--- config.mk ---
export PLATFORM = sky130hd
export DESIGN_NAME = ctr16_periph
export DESIGN_NICKNAME = d
export VERILOG_FILES = /design/src/rtl/ctr16_pkg.sv /design/src/rtl/ctr16_datapath.sv /design/src/rtl/ctr16_ctrl.sv /design/src/rtl/ctr16_periph.sv
export SDC_FILE = /design/constraint.sdc
export NUM_CORES = 1
export LEC_CHECK = 0
export BUFFER_PORTS_ARGS = -buffer_cell sky130_fd_sc_hd__buf_2
export CAP_MARGIN = 20
export CORE_MARGIN = 4
export CORE_UTILIZATION = 41
export CTS_BUF_LIST = sky130_fd_sc_hd__clkbuf_4 sky130_fd_sc_hd__clkbuf_8
export CTS_CLUSTER_SIZE = 25
export DETAILED_ROUTE_END_ITERATION = 6
export SETUP_SLACK_MARGIN = 0.2
export SLEW_MARGIN = 10
export SYNTH_ARGS = -nofsm -noshare
export SYNTH_HDL_FRONTEND = slang
export SYNTH_SLANG_ARGS = --single-unit
--- constraint.sdc ---
create_clock -name clk -period 4.97 [get_ports clk]
set_clock_uncertainty 0.2 [all_clocks]
set_input_delay 0.994 -clock clk [delete_from_list [all_inputs] [get_ports clk]]
set_output_delay 0.994 -clock clk [all_outputs]
set_load 0.1 [all_outputs]
--- src/rtl/ctr16_pkg.sv ---
package ctr16_pkg;
  localparam int PRE_W = 3;

  // Control register layout; the first field declared is the MSB (bit5)
  typedef struct packed {
    logic       trigEn;
    logic [1:0] preSel;
    logic       asyncMode;
    logic       srcExt;
    logic       runEn;
  } cfg_t;

  typedef struct packed {
    logic loadCnt;
    logic clrCnt;
  } strobe_t;

  typedef enum logic [1:0] {
    ADDR_CTRL = 2'd0,
    ADDR_LOW  = 2'd1,
    ADDR_HIGH = 2'd2,
    ADDR_STS  = 2'd3
  } addr_e;
endpackage

--- src/rtl/ctr16_datapath.sv ---
module ctr16_datapath
  import ctr16_pkg::*;
#(
  parameter int CNT_W    = 16,
  parameter int TICK_DIV = 4
) (
  input  logic             clk,
  input  logic             rst_n,
  input  cfg_t             cfg,
  input  strobe_t          stb,
  input  logic [CNT_W-1:0] loadVal,
  input  logic             extClkIn,
  output logic [CNT_W-1:0] count,
  output logic             ovfPulse
);
  localparam int PH_W = (TICK_DIV > 1) ? $clog2(TICK_DIV) : 1;

  logic [PH_W-1:0]  phase;
  logic             tickInt;
  logic [2:0]       extSh;
  logic             extRise;
  logic             srcEvt;
  logic [PRE_W-1:0] preCnt;
  logic [PRE_W-1:0] preMask;
  logic             preHit;
  logic             useAlign;
  logic             alignQ;
  logic             incEv;

  // Free-running internal tick: one pulse every TICK_DIV clocks
  assign tickInt = (phase == PH_W'(TICK_DIV - 1));
  always_ff @(posedge clk or negedge rst_n) begin
    if (!rst_n)       phase <= '0;
    else if (tickInt) phase <= '0;
    else              phase <= phase + 1'b1;
  end

  // Two sampling flops, then one more flop for the edge compare
  always_ff @(posedge clk or negedge rst_n) begin
    if (!rst_n) extSh <= '0;
    else        extSh <= {extSh[1:0], extClkIn};
  end
  assign extRise = extSh[1] & ~extSh[2];

  assign srcEvt = cfg.runEn & (cfg.srcExt ? extRise : tickInt);

  always_comb preMask = PRE_W'((4'd1 << cfg.preSel) - 4'd1);
  assign preHit = srcEvt && ((preCnt & preMask) == preMask);

  always_ff @(posedge clk or negedge rst_n) begin
    if (!rst_n)           preCnt <= '0;
    else if (stb.loadCnt) preCnt <= '0;
    else if (srcEvt)      preCnt <= preHit ? '0 : preCnt + 1'b1;
  end

  // Synchronous external mode goes through one extra alignment register
  assign useAlign = cfg.srcExt & ~cfg.asyncMode;
  always_ff @(posedge clk or negedge rst_n) begin
    if (!rst_n)           alignQ <= 1'b0;
    else if (stb.loadCnt) alignQ <= 1'b0;
    else                  alignQ <= preHit & useAlign;
  end

  assign incEv = cfg.runEn & ((preHit & ~useAlign) | alignQ);

  always_ff @(posedge clk or negedge rst_n) begin
    if (!rst_n)           count <= '0;
    else if (stb.loadCnt) count <= loadVal;
    else if (stb.clrCnt)  count <= '0;
    else if (incEv)       count <= count + 1'b1;
  end

  assign ovfPulse = incEv & ~stb.loadCnt & ~stb.clrCnt & (&count);

  a_r5_hold_when_off: assert property (@(posedge clk) disable iff (!rst_n)
    (!cfg.runEn && !stb.loadCnt && !stb.clrCnt) |=> (count == $past(count)));
  a_r6_clear_zeroes: assert property (@(posedge clk) disable iff (!rst_n)
    (stb.clrCnt && !stb.loadCnt) |=> (count == '0));
  a_r10_load_value: assert property (@(posedge clk) disable iff (!rst_n)
    stb.loadCnt |=> (count == $past(loadVal)));
  a_r11_prescaler_cleared: assert property (@(posedge clk) disable iff (!rst_n)
    stb.loadCnt |=> (preCnt == '0));
endmodule

--- src/rtl/ctr16_ctrl.sv ---
module ctr16_ctrl
  import ctr16_pkg::*;
#(
  parameter int BYTE_W = 8
) (
  input  logic                clk,
  input  logic                rst_n,
  input  logic [1:0]          regAddr,
  input  logic                regWr,
  input  logic                regRd,
  input  logic [BYTE_W-1:0]   regWdata,
  output logic [BYTE_W-1:0]   regRdata,
  input  logic                specialEvt,
  input  logic [2*BYTE_W-1:0] count,
  input  logic                ovfPulse,
  output cfg_t                cfg,
  output strobe_t             stb,
  output logic [2*BYTE_W-1:0] loadVal,
  output logic                ovfFlag
);
  localparam int CFG_W = $bits(cfg_t);

  logic              wrCtrl, wrLow, wrHigh, wrSts, rdLow, swClr;
  logic [BYTE_W-1:0] hiBuf;

  assign wrCtrl = regWr && (regAddr == ADDR_CTRL);
  assign wrLow  = regWr && (regAddr == ADDR_LOW);
  assign wrHigh = regWr && (regAddr == ADDR_HIGH);
  assign wrSts  = regWr && (regAddr == ADDR_STS);
  assign rdLow  = regRd && (regAddr == ADDR_LOW);
  assign swClr  = wrSts && !regWdata[0];

  always_ff @(posedge clk or negedge rst_n) begin
    if (!rst_n)      cfg <= '0;
    else if (wrCtrl) cfg <= cfg_t'(regWdata[CFG_W-1:0]);
  end

  always_ff @(posedge clk or negedge rst_n) begin
    if (!rst_n)      hiBuf <= '0;
    else if (wrHigh) hiBuf <= regWdata;
    else if (rdLow)  hiBuf <= count[2*BYTE_W-1:BYTE_W];
  end

  always_ff @(posedge clk or negedge rst_n) begin
    if (!rst_n)        ovfFlag <= 1'b0;
    else if (ovfPulse) ovfFlag <= 1'b1;
    else if (swClr)    ovfFlag <= 1'b0;
  end

  assign stb.loadCnt = wrLow;
  assign stb.clrCnt  = specialEvt & cfg.trigEn;
  assign loadVal     = {hiBuf, regWdata};

  always_comb begin
    unique case (regAddr)
      ADDR_CTRL: regRdata = BYTE_W'(cfg);
      ADDR_LOW:  regRdata = count[BYTE_W-1:0];
      ADDR_HIGH: regRdata = hiBuf;
      default:   regRdata = BYTE_W'(ovfFlag);
    endcase
  end

  a_r7_flag_sets: assert property (@(posedge clk) disable iff (!rst_n)
    ovfPulse |=> ovfFlag);
  a_r7_flag_sticky: assert property (@(posedge clk) disable iff (!rst_n)
    (ovfFlag && !swClr) |=> ovfFlag);
  a_r8_flag_clears: assert property (@(posedge clk) disable iff (!rst_n)
    (swClr && !ovfPulse) |=> !ovfFlag);
  a_r9_buffer_latch: assert property (@(posedge clk) disable iff (!rst_n)
    (rdLow && !wrHigh) |=> (hiBuf == $past(count[2*BYTE_W-1:BYTE_W])));
endmodule

--- src/rtl/ctr16_periph.sv ---
module ctr16_periph
  import ctr16_pkg::*;
#(
  parameter int BYTE_W   = 8,
  parameter int TICK_DIV = 4
) (
  input  logic              clk,
  input  logic              rst_n,
  input  logic [1:0]        regAddr,
  input  logic              regWr,
  input  logic              regRd,
  input  logic [BYTE_W-1:0] regWdata,
  output logic [BYTE_W-1:0] regRdata,
  input  logic              extClkIn,
  input  logic              specialEvt,
  output logic              ovfFlag
);
  localparam int CNT_W = 2 * BYTE_W;

  cfg_t             cfg;
  strobe_t          stb;
  logic [CNT_W-1:0] loadVal;
  logic [CNT_W-1:0] count;
  logic             ovfPulse;

  ctr16_ctrl #(.BYTE_W(BYTE_W)) u_ctrl (
    .clk(clk), .rst_n(rst_n), .regAddr(regAddr), .regWr(regWr), .regRd(regRd),
    .regWdata(regWdata), .regRdata(regRdata), .specialEvt(specialEvt),
    .count(count), .ovfPulse(ovfPulse), .cfg(cfg), .stb(stb),
    .loadVal(loadVal), .ovfFlag(ovfFlag)
  );

  ctr16_datapath #(.CNT_W(CNT_W), .TICK_DIV(TICK_DIV)) u_dp (
    .clk(clk), .rst_n(rst_n), .cfg(cfg), .stb(stb), .loadVal(loadVal),
    .extClkIn(extClkIn), .count(count), .ovfPulse(ovfPulse)
  );
endmodule

# Word-level counts from Yosys, hierarchy flattened
# Index checks and enable logic that the tools add are counted.
# Widths: inputs -> output; s select.
# op_classes
add_sub_neg	4
eq_ne	5
n_shift	1
mux	14
bitwise	17
reduce_logical	14
# ops
op	n
$mux 16	3
$pmux 8 s3	1
$add 16x1->16 const B	1
$mux 8	2
$reduce_and 16->1	1
$and 1x1->1	10
$mux 3	3
$logic_and 1x1->1	7
$eq 2x2->1 const B	3
$reduce_bool 2->1	3
$not 1->1	5
$mux 1	4
$add 3x1->3 const B	1
$and 3x3->3	1
$eq 3x3->1	1
$reduce_bool 3->1	1
$shl 1x2->3 const A	1
$sub 3x1->3 const B	1
$add 2x1->2 const B	1
$eq 2x1->1 const B	1
$logic_not 2->1	1
$mux 2	1
$logic_not 1->1	1
$or 1x1->1	1
# word_totals
ff_bits	40
output_inout_bits	9

# Depth between registers and ports, before layout
# logic_depth
depth_word	12
ltp_mapped	8

# Modules after synthesis
# Synthesis repeated with hierarchy kept, for this count alone.
# hier_totals
hier_cells	257
area_unflattened_um2	2436.1
# modules_own_cells
module	n_inst	cells_each	area_per_inst_um2
ctr16_datapath	1	161	1516.5
ctr16_ctrl	1	96	919.6

# Least setup slack after synthesis
# Ideal clock, no wire load.
# synth_timing
kind	in2out
startpoint	in regAddr[1]
endpoint	out regRdata[1]
arrival_time_ns	3.403
required_time_ns	3.776
slack_ns	0.373
cell_stages	3
path_buffers	1
path_cell_list	buf_2 mux2i_1 o21ai_0
# synth_between
elab_chain_len	2
word_cells_on_any_way	4
cone_classes	eq/ne: 2; mux: 1; reduce/logical: 1
# synth_rtl
item	line_no	source
start, declared	ctr16_periph.sv:9	input logic [1:0] regAddr,
$eq 2x2->1 (tied with other cells)	ctr16_ctrl.sv:55	unique case (regAddr)
$pmux 8 s3 *	ctr16_ctrl.sv:55	
end, declared	ctr16_periph.sv:13	output logic [BYTE_W-1:0] regRdata,
# Mark *: on every way between the ends. The rest lies on a longest branch, timed or not.

# Worst setup path in the final report
# layout_timing
startpoint	in regAddr[0]
endpoint	out regRdata[1]
# The elaborated chain is that of the path after synthesis.

==> results.txt <==
post-synthesis sequential element count -> 40
final net count -> 278
Inst Count DP -> 324
CTS Root Cell -> clkbuf_8
Max Cap Viol -> 0
H-Tree Depth -> 2
CTS-repair resized insts -> 0
row count -> 27
Lkg Pwr -> 1.220 nW
startpoint types -> primary input
most used flip-flop cell after synthesis -> dfrtp_1
FF-to-FF End -> u_dp.count[10]$_DFFE_PN0P_
R2R Setup Slk -> 2.64 ns
HP Start -> u_dp.extSh[0]$_DFF_PN0_
final hold violations -> 0
top cells by area, synth -> dfrtp_1 43%, nand2_1 5.8%, mux2i_1 5.6%
Die ar. -> 0.006915 mm2
top cell type's share of synthesized area -> 43.22%
clk slew on worst S/H paths -> 0.08 ns
Syn Area/Cell -> 9.610 um2
diode count -> 0
via count -> 1954
register area share after synthesis -> 43.22%
CTS Buffer Depth -> 2
global-route wire length before repair -> 9.735 mm
TritonCTS clock tree -> done
Synth Instances -> 241
HP Class -> reg -> reg
die height -> 83.16 um
cell area after synthesis -> 0.002316 mm2
crit path DAT -> 2.48 ns
largest net degree at the start of global routing -> 41
Synth Area in Compound Gates -> 21.61%
Post-synth EDFFs -> 0
Slew Viols, Final -> 0
Power, Total -> 0.9134 mW
total of warnings raised by yosys -> 0
final setup vio count -> 0
Final min period -> 3.670 ns
# DRC -> 0
critical path class -> in -> out
# hold bufs at CTS -> 0
core area -> 0.005507 mm2
Routed WL -> 5.666 mm
Synth Area in Adders -> 1.621%
Slew @ Worst Pin -> 0.9226 ns
routed vias/inst -> 5.886
Synth Area in Simple Gates -> 19.94%
number of global-route vias before repair -> 1962
DIE WIDTH -> 83.16 um
Req. time, crit path -> 3.78 ns
routability cong. -> 0.7960
Synth Net Count -> 260
I/O Pins -> 25
initial antenna violation count -> 0
Final period util -> 73.84%
dpl hpwl -> 4.040 mm
per-cell routed wire length -> 17.07 um
PD cells -> 355.4 mW/mm2
TritonRoute pass-1 iters -> 4
total track usage -> 17.38%
Max-slew headroom -> 38.50%
largest area contributor in the synthesized netlist -> dfrtp_1
main combinational cell family by area after synthesis -> compound AO/OA/AOI/OAI gates
post-CTS setup buffers -> 0
layout cell share with drive strength beyond 1 -> 18.08%
Starting DRT DRC Count -> 161
Area growth syn-to-layout -> 10.97%
Routed Antenna Nets -> 0
Max FO, Critical Path -> 12
Setup WS pre-CTS -> 1.308 ns
Non-Filler Instances -> 332
VDD IR-drop max -> 0.1968 mV
RSZ-0062 raised after global routing -> false
XOR/XNOR Fraction of Synth Area -> 0.3782%
total clock sinks -> 40
post-synth cell types -> 48
PortBufs -> 24
setup ws final -> 1.300 ns
clk_lat worst skew -> 0.30 ns
Overflow after GRT -> 0
Max Clock Freq -> 0.2725 GHz
clock buffer count from CTS -> 5
FF-to-FF Start -> u_dp.phase[0]$_DFF_PN0_
critical path endpoint category -> output pin
Post-Route Setup TNS -> 0 ns
Initial Util -> 42.06%
hold path endpoint -> u_dp.extSh[1]$_DFF_PN0_
async set-reset flop share out of synthesis -> 100.0%
Final Util -> 46.67%
status -> completed
worst reg-to-reg path cell count -> 6
Hold Path Stages -> 0
mux share of post-synthesis cell area -> 9.508%
-- kinds of logic after synthesis --
family          Yosys count
mux                      20
compound gates           74
flops                    40
fa+ha+maj                 3
xor+xnor                  1
simple gates             86
buf+inv                  17
-- synthesized netlist by cell type (4+ instances only) --
master	count
a2bb2oi_1	7
o22a_1	6
a21oi_1	11
a31oi_1	7
and2_1	7
clkbuf_1	9
a22oi_1	4
nor2b_1	5
mux2i_1	13
and3_1	6
nor2_1	6
nand3_1	7
dfrtp_1	40
nand2_1	36
o21ai_0	25
mux2_2	6
-- per-layer routing --
metal	global-route usage, %	share of wire, %	vias to the layer above	wire length, um
met2	25.95	44	49	2517
met3	4.861	5.4	9	308
li1	-	-	933	-
met4	5.646	1.5	0	85
met1	24.30	49	963	2754
met5	0	0	-	0
-- layout make-up --
| cell class | instances | area (um2) |
|---|---|---|
| well taps | 72 | 90.09 |
| repair buffers | 25 | 127.6 |
| clock inverters | 2 | 35.03 |
| flip-flops and latches | 40 | 1001 |
| inverters | 3 | 11.26 |
| multi-input cells | 184 | 1229 |
| fillers | 550 | 2937 |
| clock buffers | 6 | 76.32 |
-- placed cells by master, fill, tap and decap left out, types with 5 or more instances in the layout --
cell,netlist,routed
a31oi_1,7,7
mux2i_1,13,13
a21oi_1,11,11
and3_1,6,6
nor2_1,6,6
clkbuf_8,0,5
nand3_1,7,7
mux2_2,6,6
dfrtp_1,40,40
buf_2,3,24
nand2_1,36,36
and2_1,7,7
nor2b_1,5,5
o22a_1,6,6
a2bb2oi_1,7,7
o21ai_0,25,25
-- worst max path at each step --
| stage | endpoint | from |
|---|---|---|
| 2_1_floorplan | regRdata[1] | regAddr[1] |
| 3_3_place_gp | regRdata[4] | regAddr[0] |
| 3_5_place_dp | regRdata[1] | regAddr[0] |
| 4_1_cts | regRdata[1] | regAddr[0] |
| 5_1_grt | regRdata[4] | regAddr[0] |
| 6_report | regRdata[1] | regAddr[0] |
-- per-stage QoR --
stage,hold slack [ns],area [um2]
5_1_grt,0.1714,2570
2_1_floorplan,0.1312,2316
6_report,0.1571,2570
3_3_place_gp,0.1365,2459
4_1_cts,0.1595,2570
3_5_place_dp,0.1403,2459
-- worst max-delay path: stages --
cell and delay, ns:
buf_2 0.21, nor2b_1 0.55, nand2_1 0.12, o21ai_0 0.13
buf_2 0.47
-- where the power goes --
part	switching (mW)	total (mW)	internal, mW
Combinational	0.148	0.224	0.0759
Sequential	0.0490	0.415	0.366
Clock	0.120	0.275	0.155
-- state kept, by name, summed over array words and instances (netlist names) --
name	cells
u_dp.count	16
u_ctrl.hiBuf	8
u_ctrl.cfg	6
u_dp.extSh	3
u_dp.preCnt	3
u_dp.phase	2
u_ctrl.ovfFlag	1
u_dp.alignQ	1
Note: power is estimated with default switching activity, not from simulation.
